==> src/rtl/dly_tap_pkg.sv <==
package dly_tap_pkg;

  // Operating variants; codes 0..3
  typedef enum logic [1:0] {
    TAP_FIXED  = 2'd0,
    TAP_STEP   = 2'd1,
    TAP_DIRECT = 2'd2,
    TAP_PIPED  = 2'd3
  } tap_mode_e;

  function automatic bit mode_has_preset(tap_mode_e m);
    return (m == TAP_FIXED) || (m == TAP_STEP);
  endfunction

endpackage

==> src/rtl/dly_rst_sync.sv <==
module dly_rst_sync #(
  parameter int STAGES = 2
) (
  input  logic clk,
  input  logic rst_n,
  output logic rst_q_n
);

  logic [STAGES-1:0] sh_q;
  logic [STAGES-1:0] sh_d;

  // shift chain fed with constant one
  generate
    for (genvar i = 0; i < STAGES; i++) begin : g_stage
      if (i == 0) begin : g_head
        assign sh_d[i] = 1'b1;
      end else begin : g_body
        assign sh_d[i] = sh_q[i-1];
      end
    end
  endgenerate

  always_ff @(posedge clk or negedge rst_n) begin
    if (!rst_n) sh_q <= '0;
    else        sh_q <= sh_d;
  end

  assign rst_q_n = sh_q[STAGES-1];

endmodule

==> src/rtl/dly_tap_hold.sv <==
module dly_tap_hold #(
  parameter int W = 5
) (
  input  logic         clk,
  input  logic         rst_q_n,
  input  logic         cap_en,
  input  logic [W-1:0] d,
  output logic [W-1:0] q
);

  logic [W-1:0] q_d;

  always_comb begin
    q_d = q;
    if (cap_en) q_d = d;
  end

  always_ff @(posedge clk or negedge rst_q_n) begin
    if (!rst_q_n) q <= '0;
    else          q <= q_d;
  end

endmodule

==> src/rtl/dly_tap_next.sv <==
module dly_tap_next #(
  parameter int                    W      = 5,
  parameter dly_tap_pkg::tap_mode_e MODE   = dly_tap_pkg::TAP_STEP,
  parameter int                    PRESET = 0
) (
  input  logic         ld,
  input  logic         ce,
  input  logic         inc,
  input  logic [W-1:0] ld_val,
  input  logic [W-1:0] pipe_val,
  input  logic [W-1:0] cur,
  output logic [W-1:0] nxt,
  output logic         upd
);

  localparam logic [W-1:0] PRE_V = W'(PRESET);

  logic [W-1:0] load_v;
  logic [W-1:0] step_v;

  // source of a load, chosen by mode
  always_comb begin
    unique case (MODE)
      dly_tap_pkg::TAP_STEP:   load_v = PRE_V;
      dly_tap_pkg::TAP_DIRECT: load_v = ld_val;
      dly_tap_pkg::TAP_PIPED:  load_v = pipe_val;
      default:                 load_v = PRE_V;
    endcase
  end

  // modulo-2^W step, one adder shared by both directions
  assign step_v = cur + (inc ? W'(1) : {W{1'b1}});

  always_comb begin
    nxt = cur;
    upd = 1'b0;
    if (MODE != dly_tap_pkg::TAP_FIXED) begin
      if (ld) begin
        nxt = load_v;
        upd = 1'b1;
      end else if (ce) begin
        nxt = step_v;
        upd = 1'b1;
      end
    end
  end

endmodule

==> src/rtl/dly_tap_ctl.sv <==
module dly_tap_ctl #(
  parameter int                    TAP_W  = 5,
  parameter dly_tap_pkg::tap_mode_e MODE   = dly_tap_pkg::TAP_STEP,
  parameter int                    PRESET = 0,
  parameter int                    SYNC_N = 2
) (
  input  logic             clk,
  input  logic             rst_n,
  input  logic             ld,
  input  logic             ce,
  input  logic             inc,
  input  logic [TAP_W-1:0] ld_val,
  input  logic             cap,
  output logic [TAP_W-1:0] tap,
  output logic [TAP_W-1:0] pipe_q
);

  localparam bit           USE_PRE = dly_tap_pkg::mode_has_preset(MODE);
  localparam logic [TAP_W-1:0] START = USE_PRE ? TAP_W'(PRESET) : '0;
  localparam bit           USE_CAP = (MODE == dly_tap_pkg::TAP_PIPED);

  logic             rst_q_n;
  logic [TAP_W-1:0] tap_d;
  logic             tap_en;

  dly_rst_sync #(.STAGES(SYNC_N)) u_rst (
    .clk     (clk),
    .rst_n   (rst_n),
    .rst_q_n (rst_q_n)
  );

  dly_tap_hold #(.W(TAP_W)) u_hold (
    .clk     (clk),
    .rst_q_n (rst_q_n),
    .cap_en  (cap & USE_CAP),
    .d       (ld_val),
    .q       (pipe_q)
  );

  dly_tap_next #(.W(TAP_W), .MODE(MODE), .PRESET(PRESET)) u_next (
    .ld       (ld),
    .ce       (ce),
    .inc      (inc),
    .ld_val   (ld_val),
    .pipe_val (pipe_q),
    .cur      (tap),
    .nxt      (tap_d),
    .upd      (tap_en)
  );

  always_ff @(posedge clk or negedge rst_q_n) begin
    if (!rst_q_n)    tap <= START;
    else if (tap_en) tap <= tap_d;
  end

endmodule

==> config.mk <==
export PLATFORM = sky130hd
export DESIGN_NAME = dly_tap_ctl
export DESIGN_NICKNAME = d
export VERILOG_FILES = /design/src/rtl/dly_tap_pkg.sv /design/src/rtl/dly_rst_sync.sv /design/src/rtl/dly_tap_hold.sv /design/src/rtl/dly_tap_next.sv /design/src/rtl/dly_tap_ctl.sv
export SDC_FILE = /design/constraint.sdc
export NUM_CORES = 1
export LEC_CHECK = 0
export ABC_CLOCK_PERIOD_IN_PS = 800
export BUFFER_PORTS_ARGS = -buffer_cell sky130_fd_sc_hd__buf_2
export CAP_MARGIN = 20
export CELL_PAD_IN_SITES_DETAIL_PLACEMENT = 1
export CELL_PAD_IN_SITES_GLOBAL_PLACEMENT = 1
export CORE_MARGIN = 4
export CORE_UTILIZATION = 31
export DETAILED_ROUTE_END_ITERATION = 8
export GPL_ROUTABILITY_DRIVEN = 0
export PLACE_DENSITY_LB_ADDON = 0.1
export SYNTH_ARGS = -nofsm -noshare
export SYNTH_HDL_FRONTEND = slang
export SYNTH_SLANG_ARGS = --single-unit
==> constraint.sdc <==
create_clock -name clk -period 0.8 [get_ports clk]
set_input_delay 0.16 -clock clk [delete_from_list [all_inputs] [get_ports clk]]
set_output_delay 0.16 -clock clk [all_outputs]
set_load 0.05 [all_outputs]
==> results of run 1 <==
[synthesized netlist by cell type (all sizes together)]
| cell type | n | share of area, % |
|---|---|---|
| and4b | 1 | 2.3 |
| nor4b | 1 | 2.0 |
| nor2 | 5 | 4.4 |
| a21o | 2 | 3.5 |
| dfrtp | 7 | 41 |
| xnor2 | 2 | 4.1 |
| nand2 | 2 | 1.7 |
| a21oi | 2 | 3.2 |
| clkbuf | 1 | 0.87 |
| fa | 1 | 4.7 |
| mux2 | 1 | 2.6 |
| a211o | 1 | 2.0 |
| inv | 1 | 0.87 |
| buf | 5 | 8.7 |
| ha | 3 | 8.7 |
| a211oi | 1 | 1.7 |
| nor2b | 1 | 1.5 |
| mux2i | 2 | 4.7 |
| conb | 2 | 1.7 |
[routing by layer]
| layer | global-route usage [%] | vias to the layer above | routed length [um] |
|---|---|---|---|
| li1 | - | 180 | - |
| met1 | 15.89 | 179 | 480 |
| met2 | 21.19 | 13 | 544 |
| met3 | 2.390 | 2 | 50 |
| met4 | 10.53 | 0 | 14 |
| met5 | 0 | - | 0 |
[registers in the layout, summed over array words and instances, names as in the netlist]
signal / flops
u_rst.sh_q: 2
tap: 5
[worst register-to-register path: stages, from the launching register on]
cell,delay (ns)
dfrtp_2,0.41
fa_2,0.39
a21o_1,0.17
a21oi_2,0.12
mux2i_1,0.20
mux2_1,0.33
[timing repair]
item | CTS | global route
resized for setup | 18 | 5
hold endpoints to repair | 2 | 0
pin swaps | 1 | 1
hold buffers | 1 | 0
endpoints found under the setup margin | 10 | 10
setup buffers | 2 | 3
[stage by stage]
stage          TNS [ns]  cell area (um2)  hold slack (ns)  std cells  power (mW)
2_1_floorplan    -2.911            469.2          -0.1356         45      0.7811
3_3_place_gp     -3.013            589.3         -0.05640         76      0.9278
3_5_place_dp     -3.135            589.3         -0.05397         76      0.9434
4_1_cts          -4.321            698.2          0.08589         82       1.377
5_1_grt          -4.702            714.4           0.1020         82       1.500
6_report         -4.207            714.4          0.07916         82       1.393
[layout make-up]
cell class | count | area [um2]
Clock buffer | 4 | 26.28
Fill cell | 149 | 586.8
Inverter | 1 | 3.754
Multi-Input combinational cell | 31 | 264.0
Sequential cell | 7 | 180.2
Tap cell | 15 | 18.77
Timing Repair Buffer | 24 | 221.5
[kinds of logic (layout without fill, tap and decap cells)]
group,after synthesis,after routing,synth area share (%)
muxes,3,3,7.267
AOI/OAI and AO/OA,6,6,10.46
other,2,6,1.745
buffers and inverters,7,29,10.46
xor gates and xnor gates,2,2,4.071
adders and majority gates,4,4,13.37
DFF,7,7,40.70
and+or+nand+nor,10,10,11.92
[worst paths after layout]
| kind | end | slack (ns) | depth (start not counted) |
|---|---|---|---|
| max | tap[4] | -0.94 | 5 |
| min | tap[4] | 0.08 | 0 |
| max reg2reg | tap[4] | -0.94 | 5 |
| min reg2reg | tap[4] | 0.08 | 0 |
| max in group asynchronous | u_rst.sh_q[0] | 0.49 | 2 |
| min in group clk | tap[2] | 0.26 | 3 |
[power breakdown]
group / switching (mW) / internal (mW) / leakage, nW / total (mW)
Clock: 0.127 / 0.190 / 0.0150 / 0.317
Sequential: 0.0337 / 0.396 / 0.0834 / 0.430
Combinational: 0.341 / 0.305 / 0.277 / 0.646
==> reports/metrics.yaml, run 1 <==
yosys:
  synth_cell_types: 20
  synth_cells: 41
  syn_avg_cell_area_um2: 10.50
  syn_area_um2: 430.4
  synth_warnings: 0
  ys_ff_latch: 7
  synth-seq-area-share_pct: 40.70
global_route:
  grt_usage_pct: 13.44
  grt_first_pass_wirelength_mm: 1.869
  grt_max_degree: 7
  grt_pass1_vias: 427
  antenna_found_initial: 0
  gr-total-overflow: 0
clock_tree:
  clock-root-buffer: "clkbuf_4"
  cts_tree: "yes"
  cts_buffers: 3
  cts.sinks: 7
  htree_levels: 1
  clk_pin_slew_ns: 0.05
  clock_latency_ns: 0.25
  cts_max_path_buffers: 2
detailed_routing:
  drt-pass1-iter-count: 1
  drt_iter0_drc: 0
  wl_per_cell_um: 13.29
  vias_per_cell: 4.561
  num_vias: 374
  finalWirelength_mm: 1.090
  postRouteAntennaNets: 0
  drc: 0
floorplan:
  floorplan.initialDensity_pct: 33.08
  die_w_um: 45.26
  pin_count: 21
  core_area_mm2: 0.001301
  std_cell_rows: 13
  die-area_mm2: 0.002048
  fp.dieH_um: 45.26
cells_and_area:
  antenna_cells: 0
  syn_to_final_growth_pct: 65.99
  drive_gt1_share_pct: 55.22
  final_cell_mix: "buf_4, conb_1, nor2_1, buf_6"
  final_common_cell: "buf_4"
  fin_nets: 83
  fin_util_pct: 54.90
run:
  maxCapViolCount: 0
critical_path:
  crit_path_end_kind: "flop"
  path_cells: "fa_2 -> a21o_1 -> a21oi_2 -> mux2i_1 -> mux2_1"
  cp.arrival_ns: 1.88
  crit_path_start_kind: "flop"
  critPathSlowestCell: "dfrtp_2"
  required_ns: 0.93
  worstReg2RegStart: "tap[0]"
  critical_path.max_fanout: 2
  startpoint: "tap[0]"
  critPathKind: "reg -> reg"
  critical-path-top-delay-family: "multiplexers"
  max_stage_delay_ns: 0.41
  path_buf_inv: 0
timing:
  maxSlewViolCount: 0
  setup_viol: 10
  hold_viol: 0
  fin_crit_ns: 1.743
  setup_slack_ns: -0.9425
  finalCritPeriodShare_pct: 217.8
  rsz0062_at_grt: "true"
  fin_skew_ns: 0.004219
  fmax_mhz: 573.9
placed_design:
  pre_cts_ws_ns: -0.9535
  port_buffers: 9
  dp.final_hpwl_um: 821
run_status:
  violations: "setup timing"
  outcome: "finished with violations"
power:
  power_leakage_nw: 0.3753
  power_density_mw_per_mm2: 1950
  vdd_drop_max_mv: 0.9207
hold_path:
  hold_path.class: "reg -> async"
Note: power is estimated with default switching activity, not from simulation.
==> inputs of run 2 (changes only) <==
- ABC_CLOCK_PERIOD_IN_PS: 800 -> 1400
- CORE_UTILIZATION: 31 -> 28
- clock period: 0.8 -> 1.4 ns (I/O delays scaled with it)
==> reports/metrics.yaml, run 2 (same netlist as run 1, synthesis figures left out) <==
critical_path:
  path_cells: "fa_2 -> a21o_1 -> a21oi_2 -> mux2i_1 -> mux2_1"
  crit_path_start_kind: "flop"
  cp.arrival_ns: 1.92  # +0.04 ns
  critical-path-top-delay-family: "multiplexers"
  crit_path_end_kind: "flop"
  required_ns: 1.53  # +0.60 ns
  critPathSlowestCell: "dfrtp_2"
  critical_path.max_fanout: 2  # unchanged
  critPathKind: "reg -> reg"
  path_buf_inv: 0  # unchanged
  max_stage_delay_ns: 0.41  # about the same
detailed_routing:
  vias_per_cell: 4.570  # +0.19%
  finalWirelength_mm: 1.067  # -2.1%
  drc: 0  # unchanged
  wl_per_cell_um: 13.51  # +1.6%
  drt_iter0_drc: 7  # +7
  drt-pass1-iter-count: 2  # +1
  postRouteAntennaNets: 0  # unchanged
  num_vias: 361  # -3.5%
cells_and_area:
  regMostFlops: "tap"
  drive_gt1_share_pct: 50.00  # -5.2 points
  final_cell_mix: "buf_4, buf_2, conb_1, nor2_1, dfrtp_2"
  fin_nets: 80  # -3.6%
  syn_to_final_growth_pct: 44.19
  largestRegisters: "tap: 5 flops, u_rst.sh_q: 2 flops"
  largest_reg_flops: 5  # unchanged
  stdcell_count: 79  # -3.7%
  final_common_cell: "buf_4"
  antenna_cells: 0  # unchanged
  finalInstanceArea_um2: 620.6  # -13%
power:
  power_density_mw_per_mm2: 1169  # -40%
  switchingPower_mw: 0.2713  # -46%
  power_leakage_nw: 0.3377  # -10%
  power_frac_seq_pct: 33.6  # +2.8 points
  combPwrFrac_pct: 41.3  # -5.1 points
  clock_power_share_pct: 25.0  # +2.2 points
  vdd_drop_max_mv: 0.6181  # -33%
  intPower_mw: 0.4540  # -49%
  swShare_pct: 37.41  # +1.4 points
timing:
  hold_viol: 0  # unchanged
  finalCritPeriodShare_pct: 127.4  # -90 points
  rsz0062_at_grt: "true"
  fin_skew_ns: 0.01004  # +0.005820 ns
  setup_slack_ns: -0.3841  # +0.5584 ns
  fin_crit_ns: 1.784  # +0.04160 ns
  maxSlewViolCount: 0  # unchanged
  setup_viol: 2  # -8
  fmax_mhz: 560.5  # -2.3%
placed_design:
  placedInstanceArea_um2: 566.8  # -3.8%
  dp_cells: 73  # -3.9%
  port_buffers: 9  # unchanged
  dp.final_hpwl_um: 886  # +7.9%
floorplan:
  die_w_um: 47.21  # +4.3%
  fp.dieH_um: 47.21  # +4.3%
  die-area_mm2: 0.002228  # +8.8%
  floorplan.initialDensity_pct: 31.50  # -1.6 points
  pin_count: 21  # unchanged
  core_area_mm2: 0.001366  # +5.0%
  std_cell_rows: 13  # unchanged
global_route:
  grt_max_degree: 10  # +3
  grt_pass1_vias: 398  # -6.8%
  antenna_found_initial: 0  # unchanged
  grt_first_pass_wirelength_mm: 1.828  # -2.2%
  grt_usage_pct: 12.47  # -0.97 points
  gr-total-overflow: 0  # unchanged
run_status:
  outcome: "finished with violations"
  violations: "setup timing"
clock_tree:
  clk_pin_slew_ns: 0.06  # about the same
  htree_levels: 1  # unchanged
  clock-root-buffer: "clkbuf_4"
  cts_tree: "yes"
  cts_buffers: 3  # unchanged
  cts_max_path_buffers: 2  # unchanged
  clock_latency_ns: 0.25  # about the same
  cts.sinks: 7  # unchanged
run:
  maxCapViolCount: 0  # unchanged
hold_path:
  hold_path.class: "reg -> async"
## run 2: cell count changes in the layout (fill, tap and decap cells not counted), moves of 2 or more
cell / change
buf_2: +5
buf_6: -4
buf_8: -4
xnor2_1: +2
xnor2_2: -2
## run 2: worst paths after layout
kind	startpoint	to	slack (ns)	depth (start not counted)
min	u_rst.sh_q[1]	tap[4]	0.08	0
max in group asynchronous	rst_n	u_rst.sh_q[1]	0.96	2
min in group clk	ld	tap[1]	0.32	2
max	tap[0]	tap[4]	-0.38	5
min reg2reg	u_rst.sh_q[1]	tap[4]	0.08	0
max reg2reg	tap[0]	tap[4]	-0.38	5
## run 2: cell type report
class / count / area, um2
repair buffers: 21 / 141.4
clock buffers: 4 / 26.28
flip-flops and latches: 7 / 180.2
multi-input cells: 31 / 250.2
fillers: 169 / 745.7
inverters: 1 / 3.754
well taps: 15 / 18.77
## run 2: metal layers
metal | routed length [um] | vias to the layer above | global-route usage (%)
li1 | - | 172 | -
met1 | 466 | 178 | 15.28
met2 | 544 | 11 | 20.60
met3 | 55 | 0 | 2.299
met4 | 0 | 0 | 6.630
met5 | 0 | - | 0
## run 2: what timing repair did
| item | CTS | global route |
|---|---|---|
| hold buffers | 1 | 0 |
| gates cloned | 0 | 0 |
| pin swaps | 5 | 6 |
| resized for setup | 2 | 1 |
| setup endpoints to repair | 2 | 3 |
| buffers inserted | 1 | 2 |
| endpoints found under the hold margin | 2 | 0 |
## run 2: power groups by stage
stage                     Combinational, mW  Sequential [mW]  Clock (mW)
after floorplan                       0.132            0.314           0
after global placement                0.279            0.245           0
after detailed placement              0.291            0.248           0
after CTS                             0.299            0.244       0.191
after global routing                  0.328            0.247       0.213
final                                 0.300            0.244       0.182
## run 2: per-stage QoR
step                      setup WS, ns  hold slack (ns)  TNS, ns  utilization [%]  power (mW)
after floorplan                -0.4756         -0.01559  -0.5707                -      0.4463
after global placement         -0.3726          0.06432  -0.5584            41.48      0.5243
after detailed placement       -0.4372          0.06879  -0.7408            41.48      0.5382
after CTS                      -0.3902          0.08875  -0.5515            44.87      0.7335
after global routing           -0.5066           0.1045  -0.7293            45.42      0.7877
final                          -0.3841          0.07853  -0.5051            45.42      0.7253
